--- src/rtl/rns_maxpool.sv ---
module rns_maxpool (
  input  logic       clk,
  input  logic       rst_n,
  input  logic       in_valid,
  input  logic       in_last,
  input  logic [0:0] in_r2,
  input  logic [1:0] in_r3,
  input  logic [2:0] in_r5,
  input  logic [2:0] in_r7,
  output logic       out_valid,
  output logic [0:0] out_r2,
  output logic [1:0] out_r3,
  output logic [2:0] out_r5,
  output logic [2:0] out_r7
);

  localparam int TW = 1 + 2 + 3 + 3;
  localparam int KW = 1 + 3 + 3 + 2;

  function automatic logic [2:0] mod5(input int v);
    int t;
    t = v % 5;
    return t[2:0];
  endfunction

  function automatic logic [2:0] mod7(input int v);
    int t;
    t = v % 7;
    return t[2:0];
  endfunction

  // stage 1: digit of weight 1, rest scaled by 1/3
  logic          v1, l1, x2_1;
  logic [1:0]    a1_1;
  logic [2:0]    x5_1, x7_1;
  logic [TW-1:0] t1;

  always_ff @(posedge clk) begin
    if (!rst_n) v1 <= 1'b0;
    else        v1 <= in_valid;
    l1   <= in_last;
    t1   <= {in_r2, in_r3, in_r5, in_r7};
    a1_1 <= in_r3;
    x5_1 <= mod5((int'(in_r5) + 5 - int'(in_r3)) * 2);
    x7_1 <= mod7((int'(in_r7) + 7 - int'(in_r3)) * 5);
    x2_1 <= in_r2[0] ^ in_r3[0];
  end

  // stage 2: digit of weight 3, rest scaled by 1/5
  logic          v2, l2, x2_2;
  logic [1:0]    a1_2;
  logic [2:0]    a2_2, x7_2;
  logic [TW-1:0] t2;

  always_ff @(posedge clk) begin
    if (!rst_n) v2 <= 1'b0;
    else        v2 <= v1;
    l2   <= l1;
    t2   <= t1;
    a1_2 <= a1_1;
    a2_2 <= x5_1;
    x7_2 <= mod7((int'(x7_1) + 7 - int'(x5_1)) * 3);
    x2_2 <= x2_1 ^ x5_1[0];
  end

  // stage 3: digits of weight 15 and 105 (sign)
  logic          v3, l3, a4_3;
  logic [1:0]    a1_3;
  logic [2:0]    a2_3, a3_3;
  logic [TW-1:0] t3;

  always_ff @(posedge clk) begin
    if (!rst_n) v3 <= 1'b0;
    else        v3 <= v2;
    l3   <= l2;
    t3   <= t2;
    a1_3 <= a1_2;
    a2_3 <= a2_2;
    a3_3 <= x7_2;
    a4_3 <= x2_2 ^ x7_2[0];
  end

  // running maximum; key orders by sign then digits
  logic [KW-1:0] key3, best_key, win_key;
  logic [TW-1:0] best_t, win_t, out_t;
  logic          have, take;

  assign key3    = {~a4_3, a3_3, a2_3, a1_3};
  assign take    = !have || (key3 > best_key);
  assign win_key = take ? key3 : best_key;
  assign win_t   = take ? t3 : best_t;

  always_ff @(posedge clk) begin
    if (!rst_n) begin
      have      <= 1'b0;
      out_valid <= 1'b0;
      out_t     <= '0;
      best_key  <= '0;
      best_t    <= '0;
    end else begin
      out_valid <= v3 && l3;
      if (v3) begin
        if (l3) begin
          have  <= 1'b0;
          out_t <= win_t;
        end else begin
          have     <= 1'b1;
          best_key <= win_key;
          best_t   <= win_t;
        end
      end
    end
  end

  assign out_r2 = out_t[8];
  assign out_r3 = out_t[7:6];
  assign out_r5 = out_t[5:3];
  assign out_r7 = out_t[2:0];

endmodule

--- config.mk ---
export PLATFORM = sky130hd
export DESIGN_NAME = rns_maxpool
export DESIGN_NICKNAME = d
export VERILOG_FILES = /design/src/rtl/rns_maxpool.sv
export SDC_FILE = /design/constraint.sdc
export NUM_CORES = 1
export LEC_CHECK = 0
export BUFFER_PORTS_ARGS = -buffer_cell sky130_fd_sc_hd__buf_2
export CAP_MARGIN = 10
export CELL_PAD_IN_SITES_DETAIL_PLACEMENT = 0
export CELL_PAD_IN_SITES_GLOBAL_PLACEMENT = 2
export CORE_UTILIZATION = 39
export DETAILED_ROUTE_END_ITERATION = 8
export GPL_ROUTABILITY_DRIVEN = 1
export GPL_TIMING_DRIVEN = 1
export HOLD_SLACK_MARGIN = 0.08
export PLACE_DENSITY_LB_ADDON = 0.1
export SYNTH_ARGS = -nofsm -noshare
export SYNTH_HDL_FRONTEND = slang
export SYNTH_SLANG_ARGS = --single-unit
export TNS_END_PERCENT = 100
--- constraint.sdc ---
create_clock -name clk -period 8.55 [get_ports clk]
set_clock_uncertainty 0.05 [all_clocks]
set_input_delay 1.2825 -clock clk [delete_from_list [all_inputs] [get_ports clk]]
set_output_delay 1.2825 -clock clk [all_outputs]
set_load 0.02 [all_outputs]
## Word level (Yosys, flattened, before mapping)

Cells that the tools add are included.

| cells by class | value |
|---|---|
| magnitude comparators | 1 |
| multiply operators | 2 |
| bitwise operators | 5 |
| divide/modulo/power cells | 3 |
| add/subtract/negate cells | 6 |
| reduce and logical (&&, ||, !) cells | 6 |
| mux-type cells | 2 |

Operators by type and width:

| cell | number |
|---|---|
| $mod A32 B4 Y32 const B | 3 |
| $add A3 B3 Y4 const B | 3 |
| $sub A4 B2 Y5 | 2 |
| $gt A9 B9 Y1 | 1 |
| $mul A5 B4 Y9 const B | 1 |
| $mux W9 | 1 |
| $mul A5 B3 Y8 const B | 1 |
| $sub A4 B3 Y5 | 1 |
| $reduce_and A2 Y1 | 2 |
| $reduce_and A3 Y1 | 1 |
| $xor A1 B1 Y1 | 3 |
| $not A1 Y1 | 2 |
| $logic_and A1 B1 Y1 | 1 |
| $logic_not A1 Y1 | 1 |
| $logic_or A1 B1 Y1 | 1 |
| $mux W1 | 1 |

| storage, ports and cells | value |
|---|---|
| word-level logic and storage cells | 51 |
| output and inout bits | 10 |
| bits of input ports | 13 |
| flip-flop bits (word level) | 89 |

## Depth between registers and ports, before layout

| depth | value |
|---|---|
| depth in word-level cells | 4 |
| gate-level depth with buffers | 29 |
| gate-level depth less buffers | 28 |

## Worst setup path before layout

Ideal clock, no wire load.

| timing | value |
|---|---|
| path type | input -> register |
| from | in in_r3[0] |
| to | reg x7_1[1] |
| library setup time | 121 ps |
| arrival time | 6543 ps |
| stages | 27 |
| path slack | 1835 ps |
| path buffers | 1 |
| path through | inv_1 -> ha_1 -> fa_1 -> ha_1 -> ha_1 -> inv_1 -> fa_1 -> clkbuf_8 -> xnor2_1 -> nor2_1 -> ha_1 -> nand3b_1 -> o2bb2ai_2 -> nor3_1 -> nor2_1 -> nor2_1 -> ha_1 -> and2_4 -> a2111o_1 -> o21ai_0 -> mux2i_1 -> ha_1 -> inv_1 -> o31a_1 -> o2bb2ai_2 -> a2111oi_4 -> mux2_4 |

| between the ends | value |
|---|---|
| longest elaborated chain between the ends | 3 |

Ends and longest elaborated chain:

| item | RTL line | RTL |
|---|---|---|
| start, declared | 7 | `input logic [1:0] in_r3,` |
| $sub A4 B2 Y5 | 45 | `x7_1 <= mod7((int'(in_r7) + 7 - int'(in_r3)) * 5);` |
| $mul A5 B4 Y9 | 45 |  |
| $mod A32 B4 Y32 | 28 | `t = v % 7;` |
| end signal, assigned | 45 |  |
| end, declared | 35 | `logic [2:0] x5_1, x7_1;` |

No other way between the ends.
A chain may end at the register's enable or synchronous reset.

## Final worst setup path

Same ends and word-level chain as after synthesis.

==> metrics.cfg <==
[status]
status = complete, no violations

[worst_hold_path]
min_to = t2[2]
holdPathStages = 0
hold_start = t1[2]
hp-class = reg -> reg

[sta]
finalCritPeriodShare_pct = 82.86
max_freq_mhz = 141.2
max-slew-margin-rel_pct = 29.11
setup_violations = 0
slew_viol_final = 0
rsz0062_at_grt = no
hold_viol = 0
tns_ns = 0
worst_slew_pin_slew_ns = 1.056
min_period_ns = 7.084

[clock_network]
ctsRootBufferMaster = clkbuf_8
cts-resized-gates = 0
cts_tree = built
cts_buffer_depth = 2
cts_htree_levels = 3
clk_latency_ns = 0.34
numCtsBuffers = 9
path_clk_slew_ns = 0.09
ctsHoldBuffers = 0
post-cts-setup-buffers = 0
cts_sinks = 83

[setup_path]
startpoint_type = primary input
end_kind = register
worstRegToRegCells = 24
cp_common_cell = ha_1
r2r_setup_slack_ns = 2.74
regToRegEndpoint = x7_2[1]
required_ns = 8.74
slowest_stage = fa_1
reg2reg_from = x5_1[0]
crit_fanout = 12
max_stage_delay_ns = 0.57
arrival_ns = 7.28
criticalPathCategory = in -> reg

[synthesis]
ys_seq_area_share_pct = 39.01
yosysUniqueCellTypes = 66
synth.largest_area_cell = dfxtp_1
syn-num-nets = 492
synth-seq-cells = 83
synth_edf_count = 0
synthCells = 435
postSynth.asyncResetShare_pct = 0
synth_top_cell_area_share_pct = 39.01
ys.warnings.count = 0
synth_ff_type = dfxtp_1
synth_area_leaders = dfxtp_1, ha_1, mux2i_1, inv_1, o21ai_0
avgSynthCellArea_um2 = 9.791
syn_area_um2 = 4259

[routing]
first_iter_violations = 91
top_layer = met4
wl_met1_um = 3811
drcViolationCount = 0
viasPerCell = 5.023
first_pass_iters = 6
wl_met3_um = 166
final_antenna_net_count = 0
avgRoutedWirePerCell_um = 13.06
vias = 2994
wl_met2_um = 3749
totalWireLength_um = 7782

[place]
port_buffers = 22
gp_congestion = 0.7987
dp_hpwl_um = 5824

[floorplan]
die_x_um = 106.5
core-area_um2 = 10460
io_pins = 23
num_rows = 37
die_area_um2 = 11340
die_h_um = 106.5
initial_core_util_pct = 40.71

[cells_and_area]
multi_input_area_um2 = 2359
drive_above_1_share_pct = 13.26
area.growth.synth_to_final_pct = 10.28
nets = 512
fill_cells = 1069
regArea_um2 = 1662
mostFrequentLayoutCells = dfxtp_1, inv_1, ha_1
num_antenna_cells = 0
mostFrequentLayoutCell = dfxtp_1

[run]
drv_cap = 0

[global_routing]
grt_pass1_vias = 3005
grt_max_degree = 33
grt.total_usage_pct = 15.13
antenna_found_initial = 0
grt_pass1_wl_um = 13800
gr-total-overflow = 0

==> logic make-up after synthesis <==
logic type / synth area share [%]
AO/OA/AOI/OAI: 19.27
AND/OR/NAND/NOR: 11.13
flip-flops: 39.01
buffers and inverters: 5.758
adder cells (fa/ha/maj): 14.04
multiplexers: 7.902
XOR/XNOR: 2.879
==> state kept, by name, indices dropped and copies added (netlist names), 9 cells and up <==
signal / flops
best_key: 9
best_t: 9
out_t: 9
t1: 9
t2: 9
t3: 9
==> per-stage QoR <==
step / std cells / hold WS (ns) / instance area, um2 / setup WS (ns) / utilization, %
finish: 596 / 0.2802 / 4697 / 1.466 / 44.89
global route: 596 / 0.2849 / 4697 / 1.077 / 44.89
CTS: 596 / 0.2809 / 4697 / 1.485 / 44.89
detailed placement: 580 / 0.2621 / 4488 / 1.125 / 42.90
global placement: 580 / 0.2601 / 4488 / 1.228 / 42.90
floorplan: 435 / 0.2596 / 4259 / 1.835 / -
==> how the worst max path moves through the flow <==
stage,cells after the start,to,slack [ns],start
after floorplan,27,x7_1[1],1.84,in_r3[0]
after global placement,29,x7_1[1],1.23,in_r3[1]
after detailed placement,30,x7_1[1],1.13,in_r3[1]
after CTS,30,x7_1[1],1.49,in_r3[1]
after global routing,30,x7_1[1],1.08,in_r3[1]
final,28,x7_1[1],1.47,in_r3[0]
==> Yosys cell counts (2+ instances only) <==
cell type	instances
nand3_1	4
o21ai_0	28
xor2_1	5
o2111ai_1	2
o211a_1	2
clkbuf_1	10
nor3_1	6
mux2i_1	31
a21o_1	4
and3_1	3
buf_2	2
a31oi_1	2
o21a_1	9
fa_1	5
a211oi_1	5
inv_1	44
ha_1	39
buf_4	2
o31ai_1	4
a2bb2oi_1	2
nor2b_1	19
o2bb2ai_2	2
a21oi_1	22
o221ai_1	3
a21o_2	2
a211o_1	2
dfxtp_1	83
nand4_1	4
and2_1	5
nand2_1	15
o41ai_1	3
o211ai_1	2
xnor2_1	9
a311o_1	2
nor2_1	17
nand2b_1	6
==> layer usage <==
metal / GRT usage [%] / vias to the layer above
met4: 3.816 / 0
met5: 0 / -
met2: 26.21 / 26
li1: - / 1573
met1: 18.87 / 1391
met3: 3.495 / 4
==> worst max-delay path: cells and delay by family <==
family	cells	cell delay (ns)
buffers and inverters	5	0.46
adders and majority gates	8	2.63
muxes	2	0.47
xor gates and xnor gates	1	0.21
and+or+nand+nor	5	0.61
AOI/OAI and AO/OA	7	1.61
==> layout make-up <==
cell class,count,area share (%)
Tap cell,136,3.623
Multi-Input combinational cell,292,50.21
Clock inverter,6,1.518
Sequential cell,83,35.38
Inverter,44,3.516
Timing Repair Buffer,25,2.824
Clock buffer,10,2.930
Power is not shown: default switching activity piles up to over one toggle a cycle in this logic, so the estimate is an artifact.
